File: config.mk
export PLATFORM = sky130hd
export DESIGN_NAME = tbr_base_reg
export DESIGN_NICKNAME = d
export VERILOG_FILES = /design/src/rtl/tbr_pkg.sv /design/src/rtl/tbr_merge.sv /design/src/rtl/tbr_sanitise.sv /design/src/rtl/tbr_slice.sv /design/src/rtl/tbr_base_reg.sv
export SDC_FILE = /design/constraint.sdc
export NUM_CORES = 1
export LEC_CHECK = 0
export BUFFER_PORTS_ARGS = -buffer_cell sky130_fd_sc_hd__buf_2
export CAP_MARGIN = 0
export CELL_PAD_IN_SITES_DETAIL_PLACEMENT = 1
export CELL_PAD_IN_SITES_GLOBAL_PLACEMENT = 1
export CORE_ASPECT_RATIO = 1.25
export CORE_UTILIZATION = 39
export DETAILED_ROUTE_END_ITERATION = 10
export PLACE_DENSITY_LB_ADDON = 0.1
export SYNTH_ARGS = -nofsm -noshare
export SYNTH_HDL_FRONTEND = slang
export SYNTH_SLANG_ARGS = --single-unit
File: constraint.sdc
create_clock -name clk -period 5.2 [get_ports clk]
set_input_delay 0.26 -clock clk [delete_from_list [all_inputs] [get_ports clk]]
set_output_delay 0.26 -clock clk [all_outputs]
set_load 0.03 [all_outputs]
File: src/rtl/tbr_pkg.sv
package tbr_pkg;
  localparam int unsigned TBR_W   = 64;
  localparam int unsigned SH_LSB  = 10;
  localparam int unsigned IC_LSB  = 7;
  localparam int unsigned OC_LSB  = 56;
  localparam logic [1:0] SH_OUTER = 2'd2;
  localparam logic [1:0] SH_INNER = 2'd1;
  localparam logic [2:0] C_DEV    = 3'd0;
  localparam logic [2:0] C_NC     = 3'd1;
  localparam logic [2:0] C_RAWB   = 3'd7;
  localparam logic [2:0] C_SAME   = 3'd0;

  function automatic logic [TBR_W-1:0] span(input int unsigned hi, input int unsigned lo);
    logic [TBR_W-1:0] m;
    m = '0;
    for (int i = 0; i < TBR_W; i++) begin
      if (i >= lo && i <= hi) m[i] = 1'b1;
    end
    return m;
  endfunction
endpackage

File: src/rtl/tbr_merge.sv
module tbr_merge
  import tbr_pkg::*;
#(
  parameter int unsigned W = TBR_W
) (
  input  logic [W-1:0] cur,
  input  logic [W-1:0] wdata,
  input  logic         wide,
  input  logic         hi,
  output logic [W-1:0] merged
);
  localparam int unsigned HALF = W / 2;

  always_comb begin
    merged = cur;
    if (wide) merged = wdata;
    else if (hi) merged[W-1:HALF] = wdata[HALF-1:0];
    else merged[HALF-1:0] = wdata[HALF-1:0];
  end
endmodule

File: src/rtl/tbr_sanitise.sv
module tbr_sanitise
  import tbr_pkg::*;
#(
  parameter bit PENDING = 1'b0
) (
  input  logic [TBR_W-1:0] raw,
  output logic [TBR_W-1:0] clean
);
  localparam logic [TBR_W-1:0] COMMON_RES = span(51, 48);
  logic [TBR_W-1:0] res_mask;
  logic [TBR_W-1:0] remapped;
  logic [1:0] sh;
  logic [2:0] ic, oc;

  generate
    if (PENDING) begin : g_pend
      assign res_mask = COMMON_RES | span(63, 63) | span(61, 59) | span(55, 52)
                      | span(15, 12) | span(6, 0);
    end else begin : g_prop
      assign res_mask = COMMON_RES | span(63, 59) | span(55, 52) | span(6, 5);
    end
  endgenerate

  always_comb begin
    sh = raw[SH_LSB +: 2];
    ic = raw[IC_LSB +: 3];
    oc = raw[OC_LSB +: 3];
    if (sh == SH_OUTER) sh = SH_INNER;
    if (ic == C_DEV || ic == C_NC) ic = C_RAWB;
    if (oc != C_SAME && oc != C_NC) oc = C_NC;
    remapped = raw;
    remapped[SH_LSB +: 2] = sh;
    remapped[IC_LSB +: 3] = ic;
    remapped[OC_LSB +: 3] = oc;
    clean = remapped & ~res_mask;
  end
endmodule

File: src/rtl/tbr_slice.sv
module tbr_slice
  import tbr_pkg::*;
(
  input  logic [TBR_W-1:0] value,
  input  logic [2:0]       addr,
  input  logic [3:0]       len,
  output logic [TBR_W-1:0] data
);
  logic [6:0]       nbits;
  logic [TBR_W-1:0] mask;

  always_comb begin
    nbits = {len, 3'b000};
    if (len >= 4'd8) mask = '1;
    else mask = (64'd1 << nbits) - 64'd1;
    data = (value >> {addr, 3'b000}) & mask;
  end
endmodule

File: src/rtl/tbr_base_reg.sv
module tbr_base_reg
  import tbr_pkg::*;
#(
  parameter bit PENDING = 1'b0
) (
  input  logic             clk,
  input  logic             rst_n,
  input  logic             lock_i,
  input  logic             wr_valid,
  output logic             wr_ready,
  input  logic             wr_wide,
  input  logic             wr_hi,
  input  logic [TBR_W-1:0] wr_data,
  input  logic [2:0]       rd_addr,
  input  logic [3:0]       rd_len,
  output logic [TBR_W-1:0] rd_data
);
  logic [TBR_W-1:0] store_q;
  logic [TBR_W-1:0] merged;
  logic [TBR_W-1:0] cleaned;

  assign wr_ready = 1'b1;

  tbr_merge #(.W(TBR_W)) u_merge (
    .cur(store_q), .wdata(wr_data), .wide(wr_wide), .hi(wr_hi), .merged(merged)
  );

  tbr_sanitise #(.PENDING(PENDING)) u_clean (.raw(merged), .clean(cleaned));

  always_ff @(posedge clk or negedge rst_n) begin
    if (!rst_n) store_q <= '0;
    else if (wr_valid && wr_ready && !lock_i) store_q <= cleaned;
  end

  tbr_slice u_slice (.value(store_q), .addr(rd_addr), .len(rd_len), .data(rd_data));
endmodule

; Yosys cells after proc, flatten, opt, wreduce, memory -nomap -nowiden
; Index checks and enable logic that the tools add are counted.
[totals]
output_inout_bits = 65
ff_bits = 49
[op_classes]
order_cmp = 1
shift = 2
reduce_logical = 9
bitwise_logic = 1
mux = 7
n_eq_ne = 4
n_addsub = 1
[op_table]
columns = cell, count
row1 = $and A64 B64 Y64, 1
row2 = $mux W64, 1
row3 = $shl A1 B7 Y64 const A, 1
row4 = $shr A59 B6 Y64, 1
row5 = $sub A64 B1 Y64 const B, 1
row6 = $mux W59, 1
row7 = $mux W32, 1
row8 = $mux W27, 1
row9 = $mux W3, 2
row10 = $ge A4 B4 Y1 const B, 1
row11 = $reduce_and A2 Y1, 2
row12 = $eq A3 B1 Y1 const B, 1
row13 = $logic_not A3 Y1, 1
row14 = $ne A3 B1 Y1 const B, 1
row15 = $reduce_bool A3 Y1, 1
row16 = $eq A2 B2 Y1 const B, 1
row17 = $logic_and A1 B1 Y1, 2
row18 = $mux W2, 1
row19 = $ne A2 B2 Y1 const B, 1
row20 = $reduce_bool A2 Y1, 1
row21 = $logic_not A1 Y1, 1
row22 = $logic_or A1 B1 Y1, 1

; Logic depth before layout (Yosys ltp)
; Gate-level depths: netlist of the first run.
[depth]
word_depth = 5
depth_mapped = 9

; Cells and area by module
; Synthesis of the first run repeated with hierarchy kept, for this count alone.
[unflattened]
cells_unflattened = 640
hier_area_um2 = 6423.7
[modules_own_cells]
columns = module, instances, cells_per_inst, area_each_um2, seq_area_each_um2
row1 = tbr_base_reg, 1, 138, 2712.6, 1601.5
row2 = tbr_slice, 1, 293, 2040.7, 0.0
row3 = tbr_merge, 1, 144, 1192.4, 0.0
row4 = tbr_sanitise, 1, 65, 478.0, 0.0

; Worst setup path after synthesis of the first run
; Ideal clock, no wire load.
[synth_path]
path_kind = in2out
from = input rd_len[2]
to = output rd_data[48]
arrival_time_ns = 2.741
slack_ns = 2.199
path_buffers = 2
stages = 8
required_ns = 4.940
path_cell_list = buf_2 nor4_2 inv_1 ha_1 buf_2 xnor2_1 a311oi_1 nor4b_1
[synth_between]
elab_chain_len = 4
elab_cells_between_ends = 5
[synth_lines]
columns = item, line_no
row1 = from (decl), tbr_base_reg.sv:15  ; input logic [3:0] rd_len,
row2 = $shl A1 B7 Y64, tbr_slice.sv:15  ; else mask = (64'd1 << nbits) - 64'd1;
row3 = $sub A64 B1 Y64, tbr_slice.sv:15
row4 = $mux W64 (*), tbr_slice.sv:14  ; if (len >= 4'd8) mask = '1;
row5 = $and A64 B64 Y64 (*), tbr_slice.sv:16  ; data = (value >> {addr, 3'b000}) & mask;
row6 = to (decl), tbr_base_reg.sv:16  ; output logic [TBR_W-1:0] rd_data
; Mark *: on every way between the ends. The rest lies on a longest branch, timed or not.

; Worst setup path after layout of the first run
[layout_path]
from = input rd_addr[2]
to = output rd_data[1]
[layout_between]
elab_chain_len = 2
[layout_lines]
columns = item, line_no
row1 = from (decl), tbr_base_reg.sv:14  ; input logic [2:0] rd_addr,
row2 = $shr A59 B6 Y64, tbr_slice.sv:16
row3 = $and A64 B64 Y64, tbr_slice.sv:16
; No other way between the ends.

==> out/metrics.cfg, run 1 <==
[run_status]
status=complete, no violations

[timing]
skew_ns=0.00402
setup_viol=0
fin_crit_ns=2.59
slew_viol_final=0
worst_pin_slew_ns=1.07
max-slew-margin-rel=0.279
max_freq_mhz=387
post-route-period-util=0.498
fin_tns_setup_ns=0
rsz0062_at_grt=false
hold_viol=0

[job]
drv_cap=0

[setup_path]
cp-start-kind=input port
cp_max_fo=43
cp_slowest_cell=nor2b_1
r2r_cells=3
endpoint=rd_data[1]
cp_top_family=simple AND/OR/NAND/NOR gates
arrival_ns=2.33
r2r-start=store_q[8]
timing.rr.end=store_q[8]
cp.buffers_inverters=2
worst-setup-path-type=input port to output port
path_cells=buf_2 -> nor2b_1 -> a211oi_1 -> a211oi_1 -> buf_2
max_stage_delay_ns=0.84
crit_path_start=rd_addr[2]
worstSetupEndpointType=output port
r2r_slack_ns=4.06
cp.depth=5
required_ns=4.94

[detailed_routing]
num_vias=3594
drc=0
drtPass1Iterations=6
ant_nets=0
wl_per_cell_um=18.2
highest_layer=met4
wirelength_um=11900
viasPerCell=5.50
initialDrtViolationCount=201
drt-met1-wl_um=5570
met3_wirelength_um=411
wl_met2_um=5780

[placement]
io_buffers=117
gp_congestion=0.809
dp_hpwl_um=8660
placedCellCount=645

[clock_tree]
cts_buffer_depth=2
cts_buffers=5
cts_tree=yes
clk_latency_ns=0.29
clkSinkCount=49
htreeDepth=2
postCtsHoldBufs=0
clkSlewWorstSetupHoldPaths_ns=0.07
post_cts_buffers=0
cts-resized-gates=0
clock-root-buffer=clkbuf_16

[logic_synthesis]
yosys_warnings=0
synthFlopType=dfrtp_1
synth_largest_area_cell=dfrtp_1
synth_seq_cells=49
synth-async-reset-ratio=1.00
synth_area_per_cell_sq_um=8.79
synthTopCellsByArea=dfrtp_1, mux2i_1, mux2_2
synth_top_area_share=0.319
synth.distinct_cells=52
ys_seq_area_frac=0.319
syn_area_sq_um=3840
synthCells=437
synth-edff-count=0

[global_route]
grt_pass1_wl_um=19100
globalRouteTotalUtil=0.235
grt_max_degree=71
grt_pass1_vias=3543
antenna_found_initial=0
grt_overflow_total=0

[layout]
fin_util=0.469
reg_top3=store_q: 49 flops
largest_register=store_q
fin_nets=604
n_antenna_cell=0
layout-drive-gt1-share=0.321
area_growth_pct=17.4
nFillCells=1195
final_common_cell=buf_2
largest_register_ffs=49
stdcell_count=653
final_cell_mix=buf_2, dfrtp_1, mux2i_1

[pwr]
ir_drop_v=0.000173
p_per_area_nw_per_um2=289
p_leak_uw=0.00215
design_power_total_uw=1300

[floorplan]
io_pins=142
start_util=0.400
chipWidth_um=90.8
die_height_um=113
fp.dieArea_sq_um=10300
num_rows=40
core-area_sq_um=9610

[hold_path]
hp-class=input port to async pin

==> layer usage <==
| layer | global-route usage | vias to the layer above |
|---|---|---|
| met4 | 0.0550 | 0 |
| li1 | - | 1728 |
| met3 | 0.0302 | 7 |
| met1 | 0.316 | 1779 |
| met5 | 0 | - |
| met2 | 0.403 | 80 |
==> through the flow <==
| step | cell area, sq um | setup WS (ns) | hold WS, ns |
|---|---|---|---|
| 2_1_floorplan | 3880 | 2.20 | -0.0356 |
| 3_3_place_gp | 4350 | 2.55 | 0.409 |
| 3_5_place_dp | 4350 | 2.50 | 0.416 |
| 4_1_cts | 4510 | 2.59 | 0.0983 |
| 5_1_grt | 4510 | 2.49 | 0.115 |
| 6_report | 4510 | 2.61 | 0.0575 |
==> final cells by class <==
cell class	instances	area [sq um]	share of cell area
Tap cell	126	158	0.0350
Multi-Input combinational cell	341	2320	0.515
Timing Repair Buffer	122	623	0.138
Sequential cell	49	1230	0.272
Clock inverter	2	17.5	0.00388
Clock buffer	6	139	0.0308
Inverter	7	26.3	0.00583
==> how the worst min path moves through the flow <==
| stage | end | slack, ns | depth (start not counted) |
|---|---|---|---|
| 4_1_cts | store_q[21] | 0.1 | 2 |
| 3_3_place_gp | store_q[22] | 0.41 | 2 |
| 3_5_place_dp | store_q[21] | 0.42 | 2 |
| 5_1_grt | store_q[30] | 0.12 | 2 |
| 2_1_floorplan | store_q[0] | -0.04 | 0 |
| 6_report | store_q[21] | 0.06 | 2 |
==> worst reg2reg max path: cells and delay by family, from the launching register on <==
kind           cells  cell delay, ns
AO/OA/AOI/OAI      3            0.61
flip-flops         1            0.42
==> synth_stat cells, types with 5 or more instances <==
cell / n
dfrtp_1: 49
nor2_1: 41
nand2b_1: 10
nor3_1: 5
and2_1: 9
o21ai_0: 39
mux2i_1: 44
a22oi_1: 16
mux2_2: 27
buf_2: 22
mux2_4: 6
a211oi_1: 15
buf_4: 16
nand2_1: 25
inv_1: 7
o22ai_1: 6
a21oi_1: 32
nor2b_1: 12
clkbuf_1: 6
==> power breakdown <==
| part | internal, uW | total (uW) | switching (uW) |
|---|---|---|---|
| registers | 442 | 520 | 77.7 |
| logic | 175 | 434 | 259 |
| clock network | 194 | 349 | 154 |
| total | 811 | 1300 | 491 |
==> cells by family after synthesis <==
family	count (synthesis)	share of synthesized area
simple gates	124	0.165
flops	49	0.319
other cells	2	0.00195
xor+xnor	2	0.00456
buf+inv	56	0.0856
fa+ha+maj	1	0.00326
compound gates	125	0.197
mux	78	0.223
Note: power is estimated with default switching activity, not from simulation.
==> run 2: changes to the inputs <==
--- a/config.mk
+++ b/config.mk
@@ -5,12 +5,13 @@
 export SDC_FILE = /design/constraint.sdc
 export NUM_CORES = 1
 export LEC_CHECK = 0
+export ABC_AREA = 1
 export BUFFER_PORTS_ARGS = -buffer_cell sky130_fd_sc_hd__buf_2
 export CAP_MARGIN = 0
 export CELL_PAD_IN_SITES_DETAIL_PLACEMENT = 1
 export CELL_PAD_IN_SITES_GLOBAL_PLACEMENT = 1
 export CORE_ASPECT_RATIO = 1.25
-export CORE_UTILIZATION = 39
+export CORE_UTILIZATION = 34
 export DETAILED_ROUTE_END_ITERATION = 10
 export PLACE_DENSITY_LB_ADDON = 0.1
 export SYNTH_ARGS = -nofsm -noshare
==> constraint.sdc (replaced) <==
create_clock -name clk -period 2.4 [get_ports clk]
set_input_delay 0.12 -clock clk [delete_from_list [all_inputs] [get_ports clk]]
set_output_delay 0.12 -clock clk [all_outputs]
set_load 0.03 [all_outputs]
==> run 2 against run 1 <==
Via count is 16% higher. Largest cell class unchanged. Die area is 12% higher. Critical path depth is 8 higher. Critical path type unchanged. Sequential power is 100% higher. Highest routed layer unchanged. Core utilization is 4.2 points lower. Critical endpoint is now rd_data[30]. First-iteration DRC count is 32% lower. Worst setup slack worse by 2.4 ns. Final cell count is 26% higher.
==> out/metrics.cfg, run 2 <==
[pwr]
ir_drop_v=0.000388  ; +120%
p_leak_uw=0.00237  ; +10%
p_per_area_nw_per_um2=590  ; +100%

[logic_synthesis]
syn_area_sq_um=3770  ; -1.9%
synth-async-reset-ratio=1.00  ; unchanged
yosys_warnings=0  ; unchanged
synth.distinct_cells=36  ; -31%
synthTopCellsByArea=dfrtp_1, nand2_1, o21ai_0
synth-edff-count=0  ; unchanged
ys_seq_area_frac=0.325  ; +0.00614
synth.most_common_cell=nand2_1
synthCells=585  ; +34%
yosys-top-cells-count=nand2_1, o21ai_0, nor2_1, dfrtp_1
synth_seq_cells=49  ; unchanged
synth_top_area_share=0.325  ; +0.00614
synthFlopType=dfrtp_1
synth_area_per_cell_sq_um=6.44  ; -27%
synth_largest_area_cell=dfrtp_1

[clock_tree]
cts-resized-gates=0  ; unchanged
postCtsHoldBufs=1  ; +1
clock-root-buffer=clkbuf_16
clk_latency_ns=0.29  ; about the same
cts_buffer_depth=2  ; unchanged
htreeDepth=2  ; unchanged
cts_tree=yes
clkSlewWorstSetupHoldPaths_ns=0.06  ; about the same
cts_buffers=5  ; unchanged
clkSinkCount=49  ; unchanged
post_cts_buffers=0  ; unchanged

[floorplan]
num_rows=42  ; +5.0%
die_height_um=120  ; +6.0%
fp.dieArea_sq_um=11500  ; +12%
core-area_sq_um=10700  ; +11%
chipWidth_um=96.2  ; +5.9%
io_pins=142  ; unchanged
start_util=0.353  ; -0.0465

[setup_path]
cp_top_family=simple AND/OR/NAND/NOR gates
cp_max_fo=9  ; -79%
worst-setup-path-type=input port to output port
arrival_ns=2.03  ; -0.30 ns
max_stage_delay_ns=0.23  ; -0.61 ns
path_cells=buf_2 -> nor2_2 -> inv_1 -> nor2_1 -> inv_2 -> ha_1 -> inv_1 -> nand2_4 -> nand3_1 -> inv_1 -> nand2_1 -> nor2_1 -> buf_2
worstSetupEndpointType=output port
cpMostUsedCell=inv_1
required_ns=2.28  ; -2.66 ns
cp.depth=13  ; +8
cp-start-kind=input port
cp_slowest_cell=ha_1
cp.buffers_inverters=6  ; +4
r2r_cells=4  ; +1

[placement]
dp_hpwl_um=10200  ; +18%
gp_congestion=0.876  ; +8.3%
io_buffers=117  ; unchanged
dp_worst_setup_slack_ns=0.240  ; -2.26 ns
post_dp_cell_area_sq_um=4410  ; +1.4%
placedCellCount=813  ; +26%

[layout]
fin_util=0.428  ; -0.0419
largest_register=store_q
stdcell_count=822  ; +26%
reg_top3=store_q: 49 flops
nFillCells=1467  ; +23%
n_antenna_cell=0  ; unchanged
design_area_sq_um=4560  ; +1.1%
final_cell_mix=nand2_1, buf_2, o21ai_0
layout-drive-gt1-share=0.235  ; -0.0859
final_common_cell=nand2_1
largest_register_ffs=49  ; unchanged
area_growth_pct=21.0
fin_nets=767  ; +27%

[global_route]
grt_max_degree=41  ; -42%
globalRouteTotalUtil=0.228  ; -0.00732
antenna_found_initial=0  ; unchanged
grt_overflow_total=0  ; unchanged
grt_pass1_vias=4091  ; +15%
grt_pass1_wl_um=20400  ; +6.8%

[timing]
max-slew-margin-rel=0.558  ; +0.279
fin_tns_setup_ns=0  ; unchanged
slew_viol_final=0  ; unchanged
setup_slack_ns=0.253  ; -2.36 ns
hold_viol=0  ; unchanged
rsz0062_at_grt=false
post-route-period-util=0.895
worst_pin_slew_ns=0.664  ; -0.411 ns
setup_viol=0  ; unchanged
max_freq_mhz=466
skew_ns=0.000943  ; -0.00308 ns
fin_crit_ns=2.15

[detailed_routing]
drc=0  ; unchanged
initialDrtViolationCount=137  ; -32%
ant_nets=0  ; unchanged
viasPerCell=5.07  ; -7.9%
wirelength_um=12700  ; +7.4%
drtPass1Iterations=4  ; -2
wl_per_cell_um=15.5  ; -15%
num_vias=4167  ; +16%

[hold_path]
hp-class=input port to flip-flop
holdPathStages=2

[run_status]
status=complete, no violations

[job]
drv_cap=0  ; unchanged

==> run 2: worst paths after layout <==
kind / slack, ns / end / start
max in group asynchronous: 1.38 / store_q[12] / rst_n
worst max register to register: 1.36 / store_q[56] / store_q[58]
min in group asynchronous: 0.39 / store_q[34] / rst_n
worst min-delay path: 0.05 / store_q[22] / wr_data[22]
worst min register to register: 0.49 / store_q[1] / store_q[1]
worst max-delay path: 0.25 / rd_data[30] / rd_len[2]
==> run 2: kinds of logic after synthesis <==
group | count (synthesis) | synth area share
flops | 49 | 0.325
compound gates | 155 | 0.222
simple gates | 273 | 0.296
fa+ha+maj | 1 | 0.00332
other cells | 2 | 0.00199
buf+inv | 93 | 0.116
mux | 12 | 0.0355
==> run 2: report_power, final <==
| part | total (uW) | internal [uW] | leakage [uW] | switching, uW |
|---|---|---|---|---|
| sequential | 1050 | 955 | 0.000579 | 98.4 |
| combinational | 967 | 310 | 0.00173 | 657 |
| clock | 672 | 388 | 0.0000652 | 285 |
==> run 2: area by class of cell <==
| cell class | count | area, sq um | share of cell area |
|---|---|---|---|
| Multi-Input combinational cell | 452 | 2140 | 0.469 |
| Tap cell | 132 | 165 | 0.0362 |
| Sequential cell | 49 | 1230 | 0.269 |
| Timing Repair Buffer | 134 | 716 | 0.157 |
| Clock buffer | 8 | 136 | 0.0299 |
| Inverter | 47 | 176 | 0.0387 |
==> run 2: through the flow <==
step | hold WS [ns] | total power [uW]
after global routing | 0.0583 | 2860
after detailed placement | 0.196 | 2030
final | 0.0501 | 2690
after floorplan | -0.176 | 1710
after CTS | 0.0508 | 2720
after global placement | 0.195 | 2000
==> run 2: worst register-to-register path, cell delays in order, from the launching register on <==
cell	delay, ns
dfrtp_1	0.43
o31ai_1	0.25
o21ai_0	0.12
nor2_1	0.10
nor2_1	0.05
==> run 2: routing by layer <==
layer  wire length (um)  share of wire  global-route usage
met1               6180           0.49               0.326
met5                  0              0                   0
met3                590          0.046              0.0247
met2               5660           0.44               0.355
met4                295          0.023              0.0765
==> run 3: changes to the inputs <==
--- a/config.mk
+++ b/config.mk
@@ -11,7 +11,7 @@
 export CELL_PAD_IN_SITES_DETAIL_PLACEMENT = 1
 export CELL_PAD_IN_SITES_GLOBAL_PLACEMENT = 1
 export CORE_ASPECT_RATIO = 1.25
-export CORE_UTILIZATION = 34
+export CORE_UTILIZATION = 30
 export DETAILED_ROUTE_END_ITERATION = 10
 export PLACE_DENSITY_LB_ADDON = 0.1
 export SYNTH_ARGS = -nofsm -noshare
==> constraint.sdc (replaced) <==
create_clock -name clk -period 2.4 [get_ports clk]
set_input_delay 0.36 -clock clk [delete_from_list [all_inputs] [get_ports clk]]
set_output_delay 0.36 -clock clk [all_outputs]
set_load 0.03 [all_outputs]
==> run 3 against run 2 <==
Clock power grew 21%. Largest power group unchanged. First-iteration DRC count is 32% lower. Sequential share of layout area down 0.79 points. Routed wire length increased by 2.5%. Via count fell by 0.34%. Count of clock-buffer cells in the layout shrank 1. Final area increased by 3.0%. Non-clock buffer count grew 2.
==> out/metrics.cfg, run 3 (synthesis results as in run 2) <==
[pwr]
ir_drop_v=0.000483  ; +25%
seqPwrFrac=0.370  ; -0.021
power.switching_uw=1050  ; +1.3%
p_leak_uw=0.00242  ; +1.8%
comb_power_share=0.343  ; -0.016
internal_power_uw=1790  ; +8.5%
switching_share=0.370  ; -0.0162
p_per_area_nw_per_um2=606  ; +2.6%
power_frac_clock=0.286  ; +0.036
design_power_total_uw=2850  ; +5.7%

[setup_path]
cp-start-kind=input port
worstSetupEndpointType=output port
arrival_ns=1.86  ; -0.17 ns
required_ns=2.04  ; -0.24 ns
cp_max_fo=6  ; -3
worst-setup-path-type=input port to output port

[timing]
setup_viol=0  ; unchanged
skew_ns=0.00473  ; +0.00379 ns
fin_crit_ns=2.22  ; +0.0779 ns
rsz0062_at_grt=false
worst_pin_slew_ns=0.862  ; +0.198 ns
post-route-period-util=0.927  ; +0.0325
max-slew-margin-rel=0.423  ; -0.135
max_freq_mhz=449  ; -3.5%
setup_slack_ns=0.175  ; -0.0779 ns
slew_viol_final=0  ; unchanged
hold_viol=0  ; unchanged
fin_tns_setup_ns=0  ; unchanged

[placement]
dp_hpwl_um=10600  ; +3.9%
dp_worst_setup_slack_ns=0.0189  ; -0.221 ns
gp_congestion=0.836  ; -4.6%
post_dp_cell_area_sq_um=4510  ; +2.3%
placedCellCount=848  ; +4.3%
io_buffers=117  ; unchanged

[floorplan]
chipWidth_um=102  ; +6.3%
io_pins=142  ; unchanged
die_height_um=127  ; +6.3%
core-area_sq_um=12200  ; +15%
start_util=0.309  ; -0.0448
num_rows=45  ; +7.1%
fp.dieArea_sq_um=13000  ; +13%

[clock_tree]
clock-root-buffer=clkbuf_16
clkSlewWorstSetupHoldPaths_ns=0.06  ; about the same
postCtsHoldBufs=0  ; -1
cts_buffers=5  ; unchanged
clkSinkCount=49  ; unchanged
htreeDepth=2  ; unchanged
cts_tree=yes
cts_buffer_depth=2  ; unchanged
clk_latency_ns=0.29  ; about the same

[hold_path]
hp-class=input port to async pin

[layout]
area_growth_pct=24.7
design_area_sq_um=4700  ; +3.0%
reg_top3=store_q: 49 flops
layout-drive-gt1-share=0.247  ; +0.0123
largest_register=store_q
nFillCells=1653  ; +13%
largest_register_ffs=49  ; unchanged
final_cell_mix=nand2_1, buf_2, o21ai_0
fin_nets=769  ; +0.26%
stdcell_count=856  ; +4.1%
final_common_cell=nand2_1
n_antenna_cell=0  ; unchanged

[detailed_routing]
num_vias=4153  ; -0.34%
drtPass1Iterations=4  ; unchanged
drc=0  ; unchanged
wl_per_cell_um=15.3  ; -1.5%
initialDrtViolationCount=93  ; -32%
viasPerCell=4.85  ; -4.3%
wirelength_um=13100  ; +2.5%
ant_nets=0  ; unchanged

[global_route]
grt_pass1_vias=4178  ; +2.1%
globalRouteTotalUtil=0.212  ; -0.0158
grt_max_degree=33  ; -20%
antenna_found_initial=0  ; unchanged
grt_overflow_total=0  ; unchanged
grt_pass1_wl_um=21500  ; +5.7%

[job]
drv_cap=0  ; unchanged

[run_status]
status=complete, no violations

run 3: changes by cell type in the layout (fill, tap and decap cells not counted), sizes merged:
cell / previous run / this run
buf: 133 / 136
bufinv: 0 / 1
dlygate4sd3: 1 / 0
clkbuf: 8 / 7
run 3: worst max-delay path, cell delays in order:
cell	delay, ns
buf_2	0.17
nor2_2	0.06
buf_4	0.15
nand3_1	0.07
ha_1	0.21
inv_2	0.07
nand2_4	0.09
nand3_1	0.12
inv_1	0.11
nand2_1	0.07
nor3_1	0.16
buf_2	0.23
run 3: final timing paths:
check,startpoint,to,slack [ns],depth (start not counted)
min in group clk,wr_data[21],store_q[21],0.30,2
max in group asynchronous,rst_n,store_q[2],1.77,2
hold / removal,rst_n,store_q[9],0.08,1
setup reg to reg,store_q[58],store_q[56],1.34,4
setup / recovery,rd_len[3],rd_data[58],0.18,12
hold reg to reg,store_q[15],store_q[15],0.50,2
run 3: power by group through the flow:
| stage | Sequential (uW) | Combinational [uW] | Clock [uW] |
|---|---|---|---|
| after detailed placement | 1070 | 981 | 0 |
| after floorplan | 1020 | 686 | 0 |
| after global placement | 1060 | 962 | 0 |
| after global routing | 1070 | 1100 | 864 |
| final | 1050 | 978 | 815 |
| after CTS | 1050 | 986 | 838 |
run 3: layer usage:
layer / track usage / vias up / share of wire
li1: - / 2105 / -
met1: 0.308 / 1922 / 0.50
met2: 0.331 / 110 / 0.45
met3: 0.0164 / 16 / 0.033
met4: 0.0681 / 0 / 0.018
met5: 0 / - / 0
run 3: timing repair:
| action | 4_1_cts | 5_1_grt |
|---|---|---|
| hold endpoints to repair | 0 | 0 |
| endpoints found under the setup margin | 0 | 11 |
| gates resized for setup | 0 | 5 |
| setup buffers | 0 | 0 |
run 3: layout make-up:
cell class	count	area (sq um)	area share
well taps	164	205	0.0437
clock inverters	1	30.0	0.00639
clock buffers	7	143	0.0304
repair buffers	136	766	0.163
flip-flops and latches	49	1230	0.261
inverters	47	176	0.0375
multi-input cells	452	2150	0.458
run 3: metrics by stage:
stage                      util  hold slack [ns]
after CTS                 0.384            0.103
after global routing      0.385            0.123
final                     0.385           0.0843
after global placement    0.369            0.410
after floorplan               -           0.0644
after detailed placement  0.369            0.415
